--- config.mk ---
export PLATFORM = sky130hd
export DESIGN_NAME = psu_retry_seq
export DESIGN_NICKNAME = d
export VERILOG_FILES = /design/src/rtl/psu_retry_pkg.sv /design/src/rtl/seq_fault_prio.sv /design/src/rtl/seq_tick_timer.sv /design/src/rtl/psu_retry_seq.sv
export SDC_FILE = /design/constraint.sdc
export NUM_CORES = 1
export LEC_CHECK = 0
export ABC_CLOCK_PERIOD_IN_PS = 1180
export BUFFER_PORTS_ARGS = -buffer_cell sky130_fd_sc_hd__buf_2
export CORE_UTILIZATION = 25
export DETAILED_ROUTE_END_ITERATION = 7
export HOLD_SLACK_MARGIN = 0.03
export PLACE_DENSITY_LB_ADDON = 0.08
export RECOVER_POWER = 100
export SLEW_MARGIN = 10
export SYNTH_ARGS = -nofsm -noshare
export SYNTH_HDL_FRONTEND = slang
export SYNTH_SLANG_ARGS = --single-unit
--- constraint.sdc ---
create_clock -name clk -period 1.18 [get_ports clk]
set_input_delay 0 -clock clk [delete_from_list [all_inputs] [get_ports clk]]
set_output_delay 0 -clock clk [all_outputs]
set_load 0.02 [all_outputs]
--- src/rtl/psu_retry_pkg.sv ---
package psu_retry_pkg;

    typedef enum logic [2:0] {
        ST_STANDBY   = 3'd0,
        ST_SOFTSTART = 3'd1,
        ST_RUN       = 3'd2,
        ST_LIMIT     = 3'd3,
        ST_COOLDOWN  = 3'd4,
        ST_RETRY     = 3'd5
    } seq_state_t;

    typedef enum logic [1:0] {
        EV_NONE  = 2'd0,
        EV_ILIM  = 2'd1,
        EV_SHORT = 2'd2,
        EV_OTEMP = 2'd3
    } seq_event_t;

endpackage

--- src/rtl/seq_fault_prio.sv ---
module seq_fault_prio
    import psu_retry_pkg::*;
(
    input  logic       otemp_i,
    input  logic       short_i,
    input  logic       ilim_i,
    output seq_event_t event_o
);

    // Thermal beats short circuit, which beats current limit.
    always_comb begin
        if (otemp_i)      event_o = EV_OTEMP;
        else if (short_i) event_o = EV_SHORT;
        else if (ilim_i)  event_o = EV_ILIM;
        else              event_o = EV_NONE;
    end

endmodule

--- src/rtl/seq_tick_timer.sv ---
module seq_tick_timer #(
    parameter int unsigned LEN = 10
) (
    input  logic clk,
    input  logic rst_n,
    input  logic run_i,
    input  logic tick_i,
    output logic done_o
);

    localparam int unsigned CW = (LEN < 2) ? 1 : $clog2(LEN + 1);
    localparam logic [CW-1:0] LAST = CW'(LEN);

    logic [CW-1:0] cnt_q;

    // Cleared whenever the owning state is not active; saturates at LEN.
    always_ff @(posedge clk or negedge rst_n) begin
        if (!rst_n) begin
            cnt_q <= '0;
        end else if (!run_i) begin
            cnt_q <= '0;
        end else if (tick_i && (cnt_q != LAST)) begin
            cnt_q <= cnt_q + 1'b1;
        end
    end

    assign done_o = (cnt_q == LAST);

    p_cnt_bounded_r6: assert property (@(posedge clk) disable iff (!rst_n)
        cnt_q <= LAST);

    p_cnt_clear_r12: assert property (@(posedge clk) disable iff (!rst_n)
        !run_i |=> (cnt_q == '0));

endmodule

--- src/rtl/psu_retry_seq.sv ---
module psu_retry_seq
    import psu_retry_pkg::*;
#(
    parameter int unsigned LIMIT_TICKS = 10,
    parameter int unsigned RETRY_TICKS = 100
) (
    input  logic clk,
    input  logic rst_n,
    input  logic en_i,
    input  logic ilim_i,
    input  logic short_i,
    input  logic otemp_i,
    input  logic temp_ok_i,
    input  logic ss_done_i,
    input  logic tick_i,
    output logic out_en_o,
    output logic ss_req_o,
    output logic cbc_limit_o,
    output logic fault_o
);

    localparam int unsigned NTIMERS = 2;
    localparam int unsigned TI_LIM = 0;
    localparam int unsigned TI_RET = 1;

    seq_state_t state_q, state_d;
    seq_event_t evt;
    logic [NTIMERS-1:0] t_run, t_done;

    seq_fault_prio u_prio (
        .otemp_i (otemp_i),
        .short_i (short_i),
        .ilim_i  (ilim_i),
        .event_o (evt)
    );

    assign t_run[TI_LIM] = (state_q == ST_LIMIT);
    assign t_run[TI_RET] = (state_q == ST_RETRY);

    genvar gi;
    generate
        for (gi = 0; gi < NTIMERS; gi++) begin : g_tmr
            localparam int unsigned TLEN = (gi == TI_LIM) ? LIMIT_TICKS : RETRY_TICKS;
            seq_tick_timer #(.LEN(TLEN)) u_tmr (
                .clk    (clk),
                .rst_n  (rst_n),
                .run_i  (t_run[gi]),
                .tick_i (tick_i),
                .done_o (t_done[gi])
            );
        end
    endgenerate

    // Next-state logic.
    always_comb begin
        state_d = state_q;
        if (!en_i) begin
            state_d = ST_STANDBY;                       // sleep
        end else begin
            unique case (state_q)
                ST_STANDBY:   state_d = ST_SOFTSTART;   // wake
                ST_SOFTSTART: begin
                    unique case (evt)
                        EV_OTEMP: state_d = ST_COOLDOWN;
                        EV_SHORT: state_d = ST_RETRY;
                        EV_ILIM:  state_d = ST_LIMIT;
                        default:  if (ss_done_i) state_d = ST_RUN;
                    endcase
                end
                ST_RUN: begin
                    unique case (evt)
                        EV_OTEMP: state_d = ST_COOLDOWN;
                        EV_SHORT: state_d = ST_RETRY;
                        EV_ILIM:  state_d = ST_LIMIT;
                        default:  state_d = ST_RUN;
                    endcase
                end
                ST_LIMIT: begin
                    unique case (evt)
                        EV_OTEMP: state_d = ST_COOLDOWN;
                        EV_SHORT: state_d = ST_RETRY;
                        EV_ILIM:  if (t_done[TI_LIM]) state_d = ST_RETRY;
                        default:  state_d = ST_RUN;     // recover
                    endcase
                end
                ST_COOLDOWN:  if (temp_ok_i) state_d = ST_RETRY;
                ST_RETRY:     if (t_done[TI_RET]) state_d = ST_SOFTSTART;
                default:      state_d = ST_STANDBY;
            endcase
        end
    end

    // State register.
    always_ff @(posedge clk or negedge rst_n) begin
        if (!rst_n) state_q <= ST_STANDBY;
        else        state_q <= state_d;
    end

    // Output decode.
    always_comb begin
        out_en_o    = 1'b0;
        ss_req_o    = 1'b0;
        cbc_limit_o = 1'b0;
        fault_o     = 1'b0;
        unique case (state_q)
            ST_STANDBY:   ;
            ST_SOFTSTART: begin out_en_o = 1'b1; ss_req_o = 1'b1; end
            ST_RUN:       out_en_o = 1'b1;
            ST_LIMIT:     begin out_en_o = 1'b1; cbc_limit_o = 1'b1; end
            ST_COOLDOWN:  fault_o = 1'b1;
            ST_RETRY:     fault_o = 1'b1;
            default:      ;
        endcase
    end

    p_sleep_r12: assert property (@(posedge clk) disable iff (!rst_n)
        !en_i |=> (state_q == ST_STANDBY));

    p_wake_r2: assert property (@(posedge clk) disable iff (!rst_n)
        (en_i && state_q == ST_STANDBY) |=> ss_req_o);

    p_short_cut_r8: assert property (@(posedge clk) disable iff (!rst_n)
        (en_i && short_i && !otemp_i && out_en_o) |=> (fault_o && state_q == ST_RETRY));

    p_overheat_r9: assert property (@(posedge clk) disable iff (!rst_n)
        (en_i && otemp_i && out_en_o) |=> (state_q == ST_COOLDOWN));

    p_cool_hold_r10: assert property (@(posedge clk) disable iff (!rst_n)
        (en_i && !temp_ok_i && state_q == ST_COOLDOWN) |=> (state_q == ST_COOLDOWN));

    p_recover_r5: assert property (@(posedge clk) disable iff (!rst_n)
        (en_i && state_q == ST_LIMIT && !ilim_i && !short_i && !otemp_i) |=> (state_q == ST_RUN));

    p_restart_r7: assert property (@(posedge clk) disable iff (!rst_n)
        (en_i && state_q == ST_RETRY && t_done[TI_RET]) |=> ss_req_o);

    p_one_role_r1: assert property (@(posedge clk) disable iff (!rst_n)
        $onehot0({ss_req_o, cbc_limit_o, fault_o}));

endmodule

Word-level counts from Yosys, hierarchy flattened
Cells that the tools add are included.
{"block": "totals", "out_inout_bits": 4, "register_bits": 14, "elab_cells": 49, "input_bits": 9}
{"block": "op_classes", "muxes": 20, "n_reduce_logical": 6, "n_eq_ne": 18, "add_sub_neg": 2}
{"op": "one-hot mux 3 bit (3 select lines)", "count": 3}
{"op": "one-hot mux 3 bit (6 select lines)", "count": 1}
{"op": "two-way mux 3 bit", "count": 5}
{"op": "two-way mux 7 bit", "count": 2}
{"op": "two-way mux 4 bit", "count": 2}
{"op": "inequality test 4 bit (second input constant)", "count": 2}
{"op": "adder 7 x 1 -> 7 bit (second input constant)", "count": 1}
{"op": "equality test 7 bit (second input constant)", "count": 1}
{"op": "inequality test 7 bit (second input constant)", "count": 1}
{"op": "equality test 3 x 2 -> 1 bit (second input constant)", "count": 2}
{"op": "equality test 3 bit (second input constant)", "count": 2}
{"op": "inequality test 3 bit (second input constant)", "count": 2}
{"op": "inequality test 6 x 3 -> 1 bit (second input constant)", "count": 1}
{"op": "two-way mux 1 bit", "count": 5}
{"op": "adder 4 x 1 -> 4 bit (second input constant)", "count": 1}
{"op": "equality test 2 bit (second input constant)", "count": 2}
{"op": "equality test 4 bit (second input constant)", "count": 1}
{"op": "two-way mux 2 bit", "count": 2}
{"op": "inequality test 2 bit (second input constant)", "count": 2}
{"op": "AND reduction 4 bit", "count": 1}
{"op": "equality test 3 x 1 -> 1 bit (second input constant)", "count": 1}
{"op": "logical NOT 3 bit", "count": 1}
{"op": "OR reduction 3 bit", "count": 1}
{"op": "equality test 2 x 1 -> 1 bit (second input constant)", "count": 1}
{"op": "2 further kinds", "count": 3}

Depth between registers and ports, before layout
Gate-level depths: netlist of run 1.
{"block": "depth", "word_depth": 7, "depth_mapped": 8}

Hierarchy
From an unflattened synthesis of run 1, not the netlist that was laid out.
{"block": "unflattened", "hier_cells": 112, "hier_area_um2": 1033.5}
{"module": "seq_tick_timer at g_tmr[1].u_tmr", "area_per_inst_um2": 464.2, "instances": 1, "seq_area_each_um2": 175.2, "cells_per_inst": 47}
{"module": "psu_retry_seq", "area_per_inst_um2": 312.8, "instances": 1, "seq_area_each_um2": 75.1, "cells_per_inst": 39}
{"module": "seq_tick_timer at g_tmr[0].u_tmr", "area_per_inst_um2": 239.0, "instances": 1, "seq_area_each_um2": 100.1, "cells_per_inst": 23}
{"module": "seq_fault_prio", "area_per_inst_um2": 17.5, "instances": 1, "seq_area_each_um2": 0.0, "cells_per_inst": 3}

Worst setup path before layout of run 1
OpenSTA, ideal clock, no wires.
{"block": "synth_timing", "path_type": "reg2reg", "startpoint": "register g_tmr[1].u_tmr.cnt_q[0]", "endpoint": "register g_tmr[1].u_tmr.cnt_q[2]", "arrival_time_ns": 1.217, "period_less_slack_ns": 1.295, "setup_time_ns": 0.078, "path_stages_with_launch": 7, "n_path_buf": 0, "required_ns": 1.102, "setup_slack_ns": -0.115, "cell_sequence": "dfrtp_1 inv_1 ha_1 nand4b_1 o21ai_2 or3_1 a21oi_1"}
{"block": "synth_via", "elab_chain_len": 3, "word_cells_on_any_way": 6}
{"item": "start, declared", "line_no": "seq_tick_timer.sv:14", "rtl": "logic [CW-1:0] cnt_q;"}
{"item": "start signal, assigned", "line_no": "seq_tick_timer.sv:23", "rtl": "cnt_q <= cnt_q + 1'b1;"}
{"item": "adder 7 x 1 -> 7 bit / inequality test 7 bit (equally long branches)", "line_no": "seq_tick_timer.sv:23, seq_tick_timer.sv:22"}
{"item": "two-way mux 7 bit / logical AND 1 bit (equally long branches)", "line_no": "seq_tick_timer.sv:22", "rtl": "end else if (tick_i && (cnt_q != LAST)) begin"}
{"item": "two-way mux 7 bit / inequality test 2 bit (equally long branches)"}
Parallel ways exist; a longest one is shown, timed or not. The select of a mux whose other input is x is not followed.
A chain may end at the register's enable or synchronous reset.

Worst setup path in the final report of run 1
{"block": "layout_timing", "startpoint": "register g_tmr[1].u_tmr.cnt_q[1]", "endpoint": "register g_tmr[1].u_tmr.cnt_q[5]"}
Same word-level chain as after synthesis.

==> results of run 1 <==
-- flip-flops by register name, indices dropped and copies added (netlist names) --
| register | count |
|---|---|
| g_tmr.u_tmr.cnt_q | 11 |
| state_q | 3 |
-- final timing paths --
path	start	to	slack, ps	cells past startpoint
max	g_tmr[1].u_tmr.cnt_q[1]$_DFFE_PN0P_	g_tmr[1].u_tmr.cnt_q[5]$_DFFE_PN0P_	-200	5
min	tick_i	g_tmr[0].u_tmr.cnt_q[1]$_DFFE_PN0P_	130	3
max reg2reg	g_tmr[1].u_tmr.cnt_q[1]$_DFFE_PN0P_	g_tmr[1].u_tmr.cnt_q[5]$_DFFE_PN0P_	-200	5
min reg2reg	g_tmr[1].u_tmr.cnt_q[6]$_DFFE_PN0P_	g_tmr[1].u_tmr.cnt_q[6]$_DFFE_PN0P_	560	2
max in group asynchronous	rst_n	state_q[1]$_DFFE_PN0P_	250	2
min in group asynchronous	rst_n	g_tmr[1].u_tmr.cnt_q[1]$_DFFE_PN0P_	340	2
-- layer usage --
layer / track usage / routed length [um]
met5: 0 / 0
met4: 0.01905 / 12
met3: 0.04412 / 60
met2: 0.1951 / 1096
met1: 0.1667 / 1087
-- cell type report --
class	count	area, um^2	share of cell area
timing repair buffer	39	310.3	0.2232
clock buffer	4	36.28	0.02610
sequential	14	352.8	0.2538
multi-input combinational	76	600.6	0.4320
inverter	8	32.53	0.02340
tap	46	57.56	0.04140
-- per-stage QoR --
step           std cells  total power [mW]    util  TNS (ps)  cell area [um^2]
6_report             187             1.447  0.4133     -1463              1390
5_1_grt              187             1.548  0.4133     -2692              1390
4_1_cts              185             1.397  0.3761     -1281              1265
3_5_place_dp         172            0.9453  0.3311     -1478              1114
3_3_place_gp         172            0.9508  0.3311     -1482              1114
2_1_floorplan        101            0.7963       -    -321.0             897.1
-- worst max-delay path, stage by stage, from the launching register on --
cell	delay, ps
dfrtp_1	390
buf_4	130
buf_6	80
nand4_1	160
or3_1	430
a21oi_2	120
-- cells by family (layout without fill, tap and decap cells) --
group / count (synthesis) / in the layout / share of synthesized area
buffers and inverters: 11 / 51 / 0.05767
XOR/XNOR: 4 / 4 / 0.03939
flip-flops: 14 / 14 / 0.3938
multiplexers: 1 / 1 / 0.01125
AND/OR/NAND/NOR: 44 / 44 / 0.2588
adder cells (fa/ha/maj): 6 / 6 / 0.08439
AO/OA/AOI/OAI: 21 / 21 / 0.1547
-- what timing repair did --
action / 4_1_cts / 5_1_grt
hold endpoints to repair: 18 / 0
gates cloned: 0 / 0
resized for setup: 10 / 29
setup endpoints to repair: 18 / 17
pin swaps: 11 / 11
setup buffers: 6 / 3
hold buffers: 3 / 0
-- layout by cell type (no fill, tap or decap), drive strengths merged, types with 3 or more instances in the layout --
cell type	n
a21oi	6
nand3	4
nor2	11
ha	6
buf	35
nand2	9
dfrtp	14
or3	4
inv	8
clkbuf	5
nand4	3
nor2b	3
dlygate4sd3	3
o21ai	6
-- synthesized netlist by cell type, drive strengths merged (3+ instances only) --
cell type / n
nor2: 11
a21oi: 6
inv: 8
nand2: 9
ha: 6
nand3: 4
o21ai: 6
nand4: 3
or3: 4
nor2b: 3
dfrtp: 14
buf: 3
-- where the power goes --
group / internal (mW) / switching [mW] / leakage, nW
sequential: 0.509 / 0.0407 / 0.190
clock: 0.188 / 0.161 / 0.0210
combinational: 0.278 / 0.271 / 0.388
total: 0.975 / 0.473 / 0.599
==> metrics.md, run 1 <==
| Metric | Value |
|---|---|
| Outcome | finished with violations |
| Failing checks | setup timing |
| DRC Markers | 0 |
| HPWL after DPL | ~1.5 mm |
| Leading area contributor after synthesis | dfrtp_1 |
| Setup Skew | approximately 3.4 ps |
| Largest net degree at the start of global routing | 15 |
| Share of cells above drive strength 1 | 0.4681 |
| Max Root-Sink Buffers | 2 |
| # rows | 21 |
| Clock Latency Late Sink | around 280 ps |
| CP endpoint kind | register |
| Final Critical Period | between 1000 and 1500 ps |
| Worst Hold Margin | approximately 130 ps |
| Peak supply drop | around 0.56 mV |
| Layout fillers | between 300 and 400 |
| Post-synthesis cell type count | 35 |
| CTS clk-pin slew, worst paths | 90 ps |
| Ys flop type | dfrtp_1 |
| Post-Synthesis Net Count | around 120 |
| Total gr overflow | 0 |
| Post-Syn Area | a little under 900 um^2 |
| Flip-flop and latch count after synthesis | 14 |
| # diodes | 0 |
| Initial antenna violation count | 0 |
| I/O pins | 13 |
| Detail Route Antenna Nets | 0 |
| GP Congestion | 0.7045 |
| CTS buffer count | 3 |
| Htree depth | 1 |
| Pleak | between 0.5 and 0.6 nW |
| Slew margin rel. | 0.4258 |
| Port-buffer cells | 12 |
| # setup viols final | 13 |
| Routed wire per std cell | between 10 and 15 um |
| Fmax | approximately 0.72 GHz |
| MaxCap Viol Count | 0 |
| Avg Vias per Cell | around 4.6 |
| GRT Resource Usage Total | 0.1239 |
| CTS sink cnt | 14 |
| Worst Hold Class | in -> reg |
| Final wirelength | roughly 2.3 mm |
| Final hold violations | 0 |
| Drt initial violations | 14 |
| Total Die Area | between 0.003 and 0.004 mm^2 |
| CTS tree | yes |
| Top cells by area, synth | dfrtp_1, ha_1, nor2_1, a21oi_1, nand2_1 |
| Worst Setup Slack, final | -201.9 ps |
| Area growth from synthesis to layout | 56.26% |
| Worst-path fanout max | 4 |
| Least-Margin Pin Slew | between 800 and 900 ps |
| Crit start category | register |
| WP data required | 1390 ps |
| Global-route wire length before repair | 3.367 mm |
| Final Cycle Share | 1.171 |
| Starting Density | 0.2645 |
| Post-Place Setup Slack | -228.7 ps |
| Core area | about 0.0034 mm^2 |
| Routed via count | around 850 |
| Area share of the largest cell type after synthesis | 0.3938 |
| CTS root buffer | clkbuf_4 |
| Average cell area after synthesis | just under 9 um^2 |
| Die Span Y | 61.65 um |
| Ys async rst share | 1.000 |
| Crit Path Class | reg -> reg |
| Seq/Total Area, Yosys | 0.3938 |
| Cell count after synthesis | about 100 |
| Slew Limit Fails | 0 |
| Power Dens Cells | 1041 mW/mm^2 |
| 1st-pass router iterations | 4 |
| Layout Nets | between 150 and 200 |
| Horiz. Die Dim | about 62 um |
| RSZ-0062 raised after global routing | yes |
| EDFF count, synth | 0 |
| CP arrival | 1590 ps |
| Vias in the first global route | ~750 |
| Yosys warns | 0 |
Note: power is estimated with default switching activity, not from simulation.
==> run 2, diff against run 1 <==
Settings changed: CELL_PAD_IN_SITES_DETAIL_PLACEMENT set to 0, CELL_PAD_IN_SITES_GLOBAL_PLACEMENT set to 1.
==> run 2 against run 1 <==
The run still ends with setup timing left. Global-route usage is 1.7 points higher. Via count is 2.2% higher. Sequential power is 2% lower. Sequential share of layout area is 0.067 points lower. Non-clock buffer count is 3 higher. Setup slack better by 13 ps. Clock power is 5.7% higher. First-iteration DRC count is 79% higher. Register-to-register slack hardly changed. Die area stayed put. Final cell count is 1.6% higher. Clock skew hardly changed.
==> metrics.md, run 2 (synthesis results as in run 1) <==
| Metric | Value |
|---|---|
| Outcome | finished with violations |
| Failing checks | setup timing |
| GRT Resource Usage Total | 0.1405 |
| GP Congestion | 0.7133 |
| Worst Hold Margin | 115.6 ps |
| Total Die Area | ~0.0038 mm^2 |
| Avg Vias per Cell | between 4 and 5 |
| Kind of cell adding the most delay to the critical path | simple AND/OR/NAND/NOR gates |
| Levels on crit path | 6 |
| Switching share of power | 0.3331 |
| Detail Route Antenna Nets | 0 |
| Area growth from synthesis to layout | 56.12% |
| Slew margin rel. | 0.4507 |
| Layout fillers | 381 |
| WP data required | around 1400 ps |
| Final wirelength | approximately 2.3 mm |
| Top flop regs | g_tmr.u_tmr.cnt_q x11, state_q x3 |
| Most frequent cells in the layout | buf_4, dfrtp_1, nor2_1 |
| Crit start category | register |
| Largest net degree at the start of global routing | 15 |
| Final hold violations | 0 |
| # diodes | 0 |
| Sw power | ~500 uW |
| CTS sink cnt | 14 |
| Most common cell after layout, fill and taps aside | buf_4 |
| Htree depth | 1 |
| Pleak | between 0.6 and 0.7 nW |
| Clock Latency Late Sink | 290 ps |
| Crit Path Class | reg -> reg |
| Reg area | between 300 and 400 um^2 |
| Number of flip-flops in the largest register | 11 |
| # rows | 21 |
| Peak supply drop | between 0.6 and 0.7 mV |
| Initial antenna violation count | 0 |
| Final Cycle Share | 1.160 |
| Clock network power share | 0.245 |
| CTS buffer count | 3 |
| Port-buffer cells | 12 |
| HPWL after DPL | 1.606 mm |
| Core area | between 0.003 and 0.004 mm^2 |
| Worst-path fanout max | 4 |
| RSZ-0062 raised after global routing | yes |
| Layout Nets | 160 |
| Fmax | about 0.73 GHz |
| Starting Density | 0.2645 |
| 1st-pass router iterations | 4 |
| Multi-input gate area in the final layout | 579.3 um^2 |
| Drt initial violations | 25 |
| # setup viols final | 15 |
| Post-Layout Cell Count | between 150 and 200 |
| Routed via count | 871 |
| Worst Setup Slack, final | -189.1 ps |
| Worst-path cell chain | inv_1, ha_1, nand4b_1, nor2_1, or3_1, a21oi_2 |
| CTS clk-pin slew, worst paths | ~100 ps |
| Worst path max stage delay | ~400 ps |
| Critical Path Slowest Stage Cell | dfrtp_1 |
| MaxCap Viol Count | 0 |
| Int Pwr | 1.006 mW |
| DRC Markers | 0 |
| R2R Setup Slk | -190 ps |
| CTS root buffer | clkbuf_4 |
| Placed cells | between 150 and 200 |
| Worst Hold Class | in -> reg |
| Sequential share of power | 0.359 |
| Total gr overflow | 0 |
| CP arrival | approximately 1600 ps |
| Share of cells above drive strength 1 | 0.4583 |
| Setup TNS | -1457 ps |
| Final Critical Period | about 1400 ps |
| Horiz. Die Dim | around 62 um |
| Setup Skew | 3.134 ps |
| CTS tree | yes |
| CP endpoint kind | register |
| Max Root-Sink Buffers | 2 |
| Top reg by flops | g_tmr.u_tmr.cnt_q |
| Die Span Y | a little over 60 um |
| Combinational fraction of design power | 0.397 |
| Power Dens Cells | approximately 1100 mW/mm^2 |
| Worst Reg2Reg Path Length in Cells | 6 |
| Routed wire per std cell | roughly 12 um |
| Slew Limit Fails | 0 |
| Global-route wire length before repair | between 3 and 4 mm |
| Hold path cells | 3 |
| Vias in the first global route | 848 |
| Least-Margin Pin Slew | around 800 ps |
| I/O pins | 13 |
| WP buf/inv | 1 |
[run 2: power groups by stage]
stage	Clock, mW	Combinational [mW]	Sequential [mW]
after global placement	0	0.430	0.545
final	0.369	0.598	0.541
after global routing	0.424	0.651	0.547
after detailed placement	0	0.429	0.545
after CTS	0.382	0.550	0.529
after floorplan	0	0.254	0.542
[run 2: per-stage QoR]
step                instance area, um^2    util  power, mW  setup slack (ps)
floorplan                         897.1       -     0.7963            -98.47
global placement                   1159  0.3445     0.9748            -139.5
detailed placement                 1159  0.3445     0.9745            -196.9
CTS                                1343  0.3992      1.460            -183.9
global route                       1389  0.4129      1.622            -297.6
finish                             1389  0.4129      1.508            -189.1
[run 2: area by class of cell]
class | count | area share
inverter | 8 | 0.02342
timing repair buffer | 42 | 0.2387
sequential | 14 | 0.2532
tap | 46 | 0.04144
multi-input combinational | 76 | 0.4171
clock buffer | 4 | 0.02613
[run 2: worst min-delay path, cell delays in order]
cell	delay [ps]
buf_2	150
a21oi_2	160
a311oi_2	60
[run 2: worst paths after layout]
check,startpoint,end
min,tick_i,g_tmr[0].u_tmr.cnt_q[1]$_DFFE_PN0P_
max in group asynchronous,rst_n,state_q[1]$_DFFE_PN0P_
min reg2reg,g_tmr[0].u_tmr.cnt_q[3]$_DFFE_PN0P_,g_tmr[0].u_tmr.cnt_q[3]$_DFFE_PN0P_
max,g_tmr[1].u_tmr.cnt_q[1]$_DFFE_PN0P_,g_tmr[1].u_tmr.cnt_q[3]$_DFFE_PN0P_
max reg2reg,g_tmr[1].u_tmr.cnt_q[1]$_DFFE_PN0P_,g_tmr[1].u_tmr.cnt_q[3]$_DFFE_PN0P_
min in group asynchronous,rst_n,g_tmr[1].u_tmr.cnt_q[4]$_DFFE_PN0P_
[run 2: per-layer routing]
metal	wire, um	vias up	track usage
li1	-	437	-
met1	1137	420	0.1938
met2	1074	10	0.2166
met3	54	4	0.02521
met4	24	0	0.05714
met5	0	-	0
[run 2: timing repair]
| item | 4_1_cts | 5_1_grt |
|---|---|---|
| setup endpoints to repair | 17 | 18 |
| endpoints found under the hold margin | 18 | 0 |
| resized for setup | 20 | 12 |
| setup buffers | 5 | 1 |
| pin swaps | 11 | 6 |
| hold buffers | 3 | 0 |
